--- src/rtl/sram_ctl_pkg.sv ---
package sram_ctl_pkg;

  // Requested write on one lane, before selection, snooze and wake gating.
  function automatic logic lane_request(input logic gw_n, input logic bwe_n,
                                        input logic strobe_n);
    if (!gw_n)       return 1'b1;
    else if (!bwe_n) return ~strobe_n;
    else             return 1'b0;
  endfunction

  // Next value of the wake-recovery countdown.
  function automatic int unsigned wake_next(input logic snooze, input int unsigned cnt,
                                            input int unsigned limit);
    if (snooze)        return limit;
    else if (cnt != 0) return cnt - 1;
    else               return 0;
  endfunction

endpackage

--- src/rtl/sram_we_decode.sv ---
module sram_we_decode #(
  parameter int LANES = 2
) (
  input  logic             gw_n,
  input  logic             bwe_n,
  input  logic [LANES-1:0] lane_n,
  output logic [LANES-1:0] req_we
);
  import sram_ctl_pkg::*;

  for (genvar g = 0; g < LANES; g++) begin : g_lane
    assign req_we[g] = lane_request(gw_n, bwe_n, lane_n[g]);
  end
endmodule

--- src/rtl/sram_wake_timer.sv ---
module sram_wake_timer #(
  parameter int WAKE_CYC = 4,
  parameter int CNT_W    = 3
) (
  input  logic             clk,
  input  logic             rst_n,
  input  logic             snooze,
  output logic             waking,
  output logic [CNT_W-1:0] cnt
);
  import sram_ctl_pkg::*;

  always_ff @(posedge clk or negedge rst_n) begin
    if (!rst_n) cnt <= '0;
    else        cnt <= CNT_W'(wake_next(snooze, int'(cnt), WAKE_CYC));
  end

  assign waking = !snooze && (cnt != '0);
endmodule

--- src/rtl/sram_out_gate.sv ---
module sram_out_gate #(
  parameter int LANES  = 2,
  parameter int LANE_W = 9
) (
  input  logic                    drive,
  input  logic [LANES-1:0]        lane_we,
  input  logic [LANES*LANE_W-1:0] dq_in,
  input  logic [LANES*LANE_W-1:0] rd_data,
  output logic [LANES*LANE_W-1:0] wr_data,
  output logic [LANES*LANE_W-1:0] dq_out
);
  for (genvar g = 0; g < LANES; g++) begin : g_lane
    assign wr_data[g*LANE_W +: LANE_W] = lane_we[g] ? dq_in[g*LANE_W +: LANE_W] : '0;
    assign dq_out[g*LANE_W +: LANE_W]  = drive ? rd_data[g*LANE_W +: LANE_W] : '0;
  end
endmodule

--- src/rtl/sram_wr_ctrl.sv ---
module sram_wr_ctrl #(
  parameter int LANES    = 2,
  parameter int LANE_W   = 9,
  parameter int WAKE_CYC = 4,
  localparam int DATA_W  = LANES * LANE_W,
  localparam int CNT_W   = $clog2(WAKE_CYC + 1)
) (
  input  logic              clk,
  input  logic              rst_n,
  input  logic              sel,
  input  logic              gw_n,
  input  logic              bwe_n,
  input  logic [LANES-1:0]  lane_n,
  input  logic              oe_n,
  input  logic              snooze,
  input  logic [DATA_W-1:0] dq_in,
  input  logic [DATA_W-1:0] rd_data,
  output logic [LANES-1:0]  lane_we,
  output logic [DATA_W-1:0] wr_data,
  output logic [DATA_W-1:0] dq_out,
  output logic              dq_oe,
  output logic              wake_err
);
  // Named internal events, visible to the bound checker.
  logic [LANES-1:0] req_we;
  logic             waking;
  logic [CNT_W-1:0] wake_cnt;
  logic             active;
  logic             wr_req;
  logic             is_read;

  sram_we_decode #(.LANES(LANES)) u_dec (
    .gw_n(gw_n), .bwe_n(bwe_n), .lane_n(lane_n), .req_we(req_we)
  );

  sram_wake_timer #(.WAKE_CYC(WAKE_CYC), .CNT_W(CNT_W)) u_wake (
    .clk(clk), .rst_n(rst_n), .snooze(snooze), .waking(waking), .cnt(wake_cnt)
  );

  assign active   = sel && !snooze;
  assign wr_req   = |req_we;
  assign is_read  = !wr_req;
  assign lane_we  = (active && !waking) ? req_we : '0;
  assign wake_err = active && waking && wr_req;
  assign dq_oe    = active && is_read && !oe_n;

  sram_out_gate #(.LANES(LANES), .LANE_W(LANE_W)) u_out (
    .drive(dq_oe), .lane_we(lane_we), .dq_in(dq_in), .rd_data(rd_data),
    .wr_data(wr_data), .dq_out(dq_out)
  );
endmodule

--- config.mk ---
export PLATFORM = sky130hd
export DESIGN_NAME = sram_wr_ctrl
export DESIGN_NICKNAME = d
export VERILOG_FILES = /design/src/rtl/sram_ctl_pkg.sv /design/src/rtl/sram_we_decode.sv /design/src/rtl/sram_wake_timer.sv /design/src/rtl/sram_out_gate.sv /design/src/rtl/sram_wr_ctrl.sv
export SDC_FILE = /design/constraint.sdc
export NUM_CORES = 1
export LEC_CHECK = 0
export ABC_AREA = 1
export BUFFER_PORTS_ARGS = -buffer_cell sky130_fd_sc_hd__buf_2
export CAP_MARGIN = 5
export CORE_UTILIZATION = 27
export CTS_CLUSTER_DIAMETER = 50
export DETAILED_ROUTE_END_ITERATION = 10
export PLACE_DENSITY = 0.76
export SLEW_MARGIN = 20
export SYNTH_ARGS = -nofsm -noshare
export SYNTH_HDL_FRONTEND = slang
export SYNTH_SLANG_ARGS = --single-unit
--- constraint.sdc ---
create_clock -name clk -period 1 [get_ports clk]
set_input_delay 0.1 -clock clk [delete_from_list [all_inputs] [get_ports clk]]
set_output_delay 0.1 -clock clk [all_outputs]
set_load 0.01 [all_outputs]
Word level (Yosys, flattened, before mapping)
Cells that the tools add are included.
{ "classes": {"add_sub_neg": 1, "n_mul": 0, "div": 0, "n_lt_le_gt_ge": 0, "eq_ne": 0, "shift": 0, "muxes": 11, "bitwise_logic": 2, "n_reduce_logical": 13} }
{ "ops": {"columns": ["op", "n"], "rows": [
  ["9-bit 2-to-1 mux", 4],
  ["1-bit logical AND", 7],
  ["3-bit 2-to-1 mux", 2],
  ["1-bit logical NOT", 4],
  ["1-bit 2-to-1 mux", 4],
  ["3-bit nonzero test", 1],
  ["3-bit by 1-bit subtractor with 3-bit output (second input constant)", 1],
  ["2-bit 2-to-1 mux", 1],
  ["1-bit inverter", 2],
  ["2-bit OR reduction", 1]
]} }
{ "word_totals": {"register_bits": 3, "latchBits": 0, "ramBits": 0, "romBits": 0, "mem_count": 0} }

Longest topological paths before layout
{ "logic_depth": {"depth_word": 8, "mapped_depth": 6, "ltp_nobuf": 5} }

Hierarchy
From an unflattened synthesis, not the netlist that was laid out.
{ "hier_totals": {"hier_cells": 107, "hier_area_um2": 511.7} }
{ "modules_own_cells": {"columns": ["module", "n_inst", "cells_each", "area_per_inst_um2", "seq_area_each_um2"], "rows": [
  ["sram_out_gate", 1, 76, 314.1, 0.0],
  ["sram_wake_timer", 1, 15, 128.9, 75.1],
  ["sram_wr_ctrl", 1, 14, 58.8, 0.0],
  ["sram_we_decode", 1, 2, 10.0, 0.0]
]} }

Worst setup path after synthesis
Ideal clock, no wire load.
{ "synth_path": {"kind": "register to output", "start": "register u_wake.cnt[0]", "end": "output port wr_data[10]", "arrival_ns": 0.971, "path_slack_ns": -0.071, "stages_incl_launch_ff": 6, "path_cell_list": "dfrtp_1 -> inv_1 -> nand2_1 -> nor2_2 -> nand3_2 -> nor2_1"} }
{ "synth_via": {"elab_chain_cells": 6} }
{ "synth_rtl": {"columns": ["element", "line_no", "source"], "rows": [
  ["start, declared", "sram_wake_timer.sv:9", "output logic [CNT_W-1:0] cnt"],
  ["start signal, assigned", "sram_wake_timer.sv:15", "else cnt <= CNT_W'(wake_next(snooze, int'(cnt), WAKE_CYC));"],
  ["3-bit nonzero test", "sram_wake_timer.sv:18", "assign waking = !snooze && (cnt != '0);"],
  ["1-bit logical AND", "sram_wake_timer.sv:18", null],
  ["1-bit logical NOT", "sram_wr_ctrl.sv:43", "assign lane_we = (active && !waking) ? req_we : '0;"],
  ["1-bit logical AND", "sram_wr_ctrl.sv:43", null],
  ["2-bit 2-to-1 mux", "sram_wr_ctrl.sv:43", null],
  ["9-bit 2-to-1 mux", "sram_out_gate.sv:13", "assign wr_data[g*LANE_W +: LANE_W] = lane_we[g] ? dq_in[g*LANE_W +: LANE_W] : '0;"],
  ["end, declared", "sram_wr_ctrl.sv:19", "output logic [DATA_W-1:0] wr_data,"]
]} }
No other way between the ends.

Worst setup path in the final report
{ "layout_path": {"start": "register u_wake.cnt[0]", "end": "output port wr_data[17]"} }
The elaborated chain is that of the path after synthesis.

==> impl_metrics.csv <==
group,metric,value,unit
floorplanning,pin_count,85,
finish,nets,251,
setup_path,critPathMaxFanout,10,
finish,top_register,"u_wake.cnt",
finish,top_regs,"u_wake.cnt x3",
finish,diodes,0,
placed_design,placement.io_buffers,84,
logic_synthesis,synth_seq_cells,3,
logic_synthesis,syn_nets,153,
setup_path,cp-end-kind,"output pin",
run,maxCapViolCount,0,
finish,drive_gt1_share,62.9,%
sta,fin_ws,-0.424,ns
sta,fin_tns_setup,-8.92,ns
route,routed_wl,2.53,mm
grt,grt_pass1_wl,3.13,mm
power,powerDensity,552,nW/um^2
setup_path,cpPeakStageDelay,0.38,ns
placed_design,gp_congestion,0.727,
floorplanning,fp.dieH,49.4,um
setup_path,cp-start-kind,"flip-flop",
clock_network,clk_pin_slew,0.04,ns
setup_path,path_class,"reg -> out",
sta,skew,0.000693,ns
route,avgRoutedWirePerCell,10.9,um
clock_network,cts_max_level,1,
route,drc,0,
logic_synthesis,avgSynthCellArea,5.62,sq um
clock_network,root_buffer,"clkbuf_4",
logic_synthesis,yosys.area.top_type,"inv_1",
logic_synthesis,synth_cells,108,
grt,grt_pass1_vias,777,
setup_path,r2r_start,"u_wake.cnt[0]$_DFF_PN0_",
clock_network,cts_sinks,3,
sta,setup_viol,39,
logic_synthesis,yosysTopAreaCellShare,27.8,%
logic_synthesis,ys_seq_area_share,12.4,%
finish,postLayoutCellArea,1450,sq um
sta,slew_headroom,76.3,%
floorplanning,die_area,2440,sq um
placed_design,dpl.hpwl,1.45,mm
logic_synthesis,netlist_area,607,sq um
power,ir_drop,0.000489,V
logic_synthesis,ys_types,13,
sta,worst_pin_slew,0.352,ns
power,power_leakage,0.928,nW
route,drt_iter0_markers,13,
floorplanning,die_x,49.4,um
clock_network,cts_buffer_depth,2,
sta,finalCriticalPeriod,1.42,ns
logic_synthesis,yosys_warnings,0,
sta,hold_viol,0,
floorplanning,fp.coreArea,2040,sq um
finish,final_core_util,70.8,%
sta,rsz0062_at_grt,"yes",
setup_path,startpoint,"u_wake.cnt[0]$_DFF_PN0_",
sta,whs,0.195,ns
setup_path,crit_chain,"inv_2 > nand2_2 > nor2_4 > nand3_4 > nor2_1 > buf_2",
finish,syn_to_final_growth,138,%
floorplanning,num_rows,16,
min_path,hold_class,"in -> async",
placed_design,placed_cell_area,1090,sq um
grt,antenna_found_initial,0,
sta,post-route-period-util,142,%
grt,grt_usage,16.5,%
power,total_power,798,uW
clock_network,cts_tree,"done",
logic_synthesis,synthTopCellsByArea,"inv_1, nor2_4, nor2_1",
route,num_vias,949,
route,ant_nets,0,
floorplanning,initial_utilization,29.7,%
clock_network,worstSkewPairLatency,0.23,ns
setup_path,critPathSlowestCell,"dfrtp_1",
finish,largest_reg_flops,3,
status,failed_checks,"setup timing",
status,outcome,"complete, but fails checks",
grt,gr-total-overflow,0,
setup_path,critical_path_arrival,1.32,ns
route,firstDrtPassIters,4,
sta,fmax,702,MHz
sta,slew_violations,0,
grt,grt_max_degree,11,
route,avgViaCountPerCell,4.09,
clock_network,numCtsBuffers,3,
setup_path,required,0.90,ns
[repair_timing]
item,4_1_cts,5_1_grt
pin swaps,1,3
resized for setup,8,44
endpoints found under the setup margin,39,40
hold endpoints to repair,3,0
cloned,2,1
setup buffers,0,1
hold buffers,1,0
[placed cells by master (no fill, tap or decap)]
cell / n
nor2_2: 1
inv_4: 1
nor2_1: 20
inv_2: 2
nand2_4: 1
clkbuf_1: 1
nand2_2: 3
buf_6: 20
dlygate4sd3_1: 1
o21ai_0: 2
clkbuf_4: 3
clkbuf_16: 1
buf_16: 2
a21oi_1: 2
nand3_4: 3
dfrtp_1: 3
buf_4: 4
nor2_4: 21
buf_2: 65
nand2_1: 4
buf_12: 1
clkinv_4: 1
inv_1: 43
[kinds of logic (layout without fill, tap and decap cells)]
| family | Yosys count | count (layout) | synth area share, % |
|---|---|---|---|
| AND/OR/NAND/NOR | 53 | 53 | 52.0 |
| flip-flops | 3 | 3 | 12.4 |
| AO/OA/AOI/OAI | 4 | 4 | 3.30 |
| buffers and inverters | 48 | 145 | 32.4 |
[path summary, 6_finish.rpt]
path / end / slack (ns) / cells after the start
setup / recovery: wr_data[17] / -0.42 / 6
hold / removal: u_wake.cnt[1]$_DFF_PN0_ / 0.20 / 2
setup reg to reg: u_wake.cnt[1]$_DFF_PN0_ / 0.07 / 5
hold reg to reg: u_wake.cnt[0]$_DFF_PN0_ / 0.58 / 2
max in group asynchronous: u_wake.cnt[0]$_DFF_PN0_ / 0.70 / 2
min in group clk: u_wake.cnt[2]$_DFF_PN0_ / 0.31 / 5
[worst max-delay path, delay by kind of cell, from the launching register on]
family                 cells  cell delay [ns]
and+or+nand+nor            4             0.50
buffers and inverters      2             0.21
DFF                        1             0.38
[area by class of cell]
type / count / area [sq um]
Clock buffer: 4 / 26.3
Sequential cell: 3 / 75.1
Multi-Input combinational cell: 57 / 435
Inverter: 47 / 184
Timing Repair Buffer: 94 / 691
Fill cell: 163 / 597
Tap cell: 27 / 33.8
[synthesized netlist by cell type]
library cell,number
nand3_2,2
nor2_1,29
nor2_2,2
dfrtp_1,3
nand2_1,7
nand2_2,1
a21oi_1,2
o21ai_0,2
nor2_4,11
buf_12,1
inv_2,2
nand3_4,1
inv_1,45
[through the flow]
step	setup WS (ns)	instances
after floorplan	-0.0714	108
after global placement	-0.150	223
after detailed placement	-0.208	223
after CTS	-0.403	230
after global routing	-0.501	232
final	-0.424	232
[power breakdown]
group	total [mW]	switching (mW)	internal [mW]	leakage (nW)
clock	0.215	0.0655	0.150	0.0150
combinational	0.427	0.221	0.206	0.877
sequential	0.155	0.0150	0.140	0.0365
[layer usage]
| metal | vias to the layer above | wire length, um | GRT usage (%) | part of all wire [%] |
|---|---|---|---|---|
| li1 | 480 | - | - | - |
| met1 | 408 | 909 | 13.2 | 36 |
| met2 | 61 | 1390 | 34.7 | 55 |
| met3 | 0 | 235 | 5.61 | 9.3 |
| met4 | 0 | 0 | 7.14 | 0 |
| met5 | - | 0 | 0 | 0 |
No activity file was read; power rests on OpenSTA's default activity.
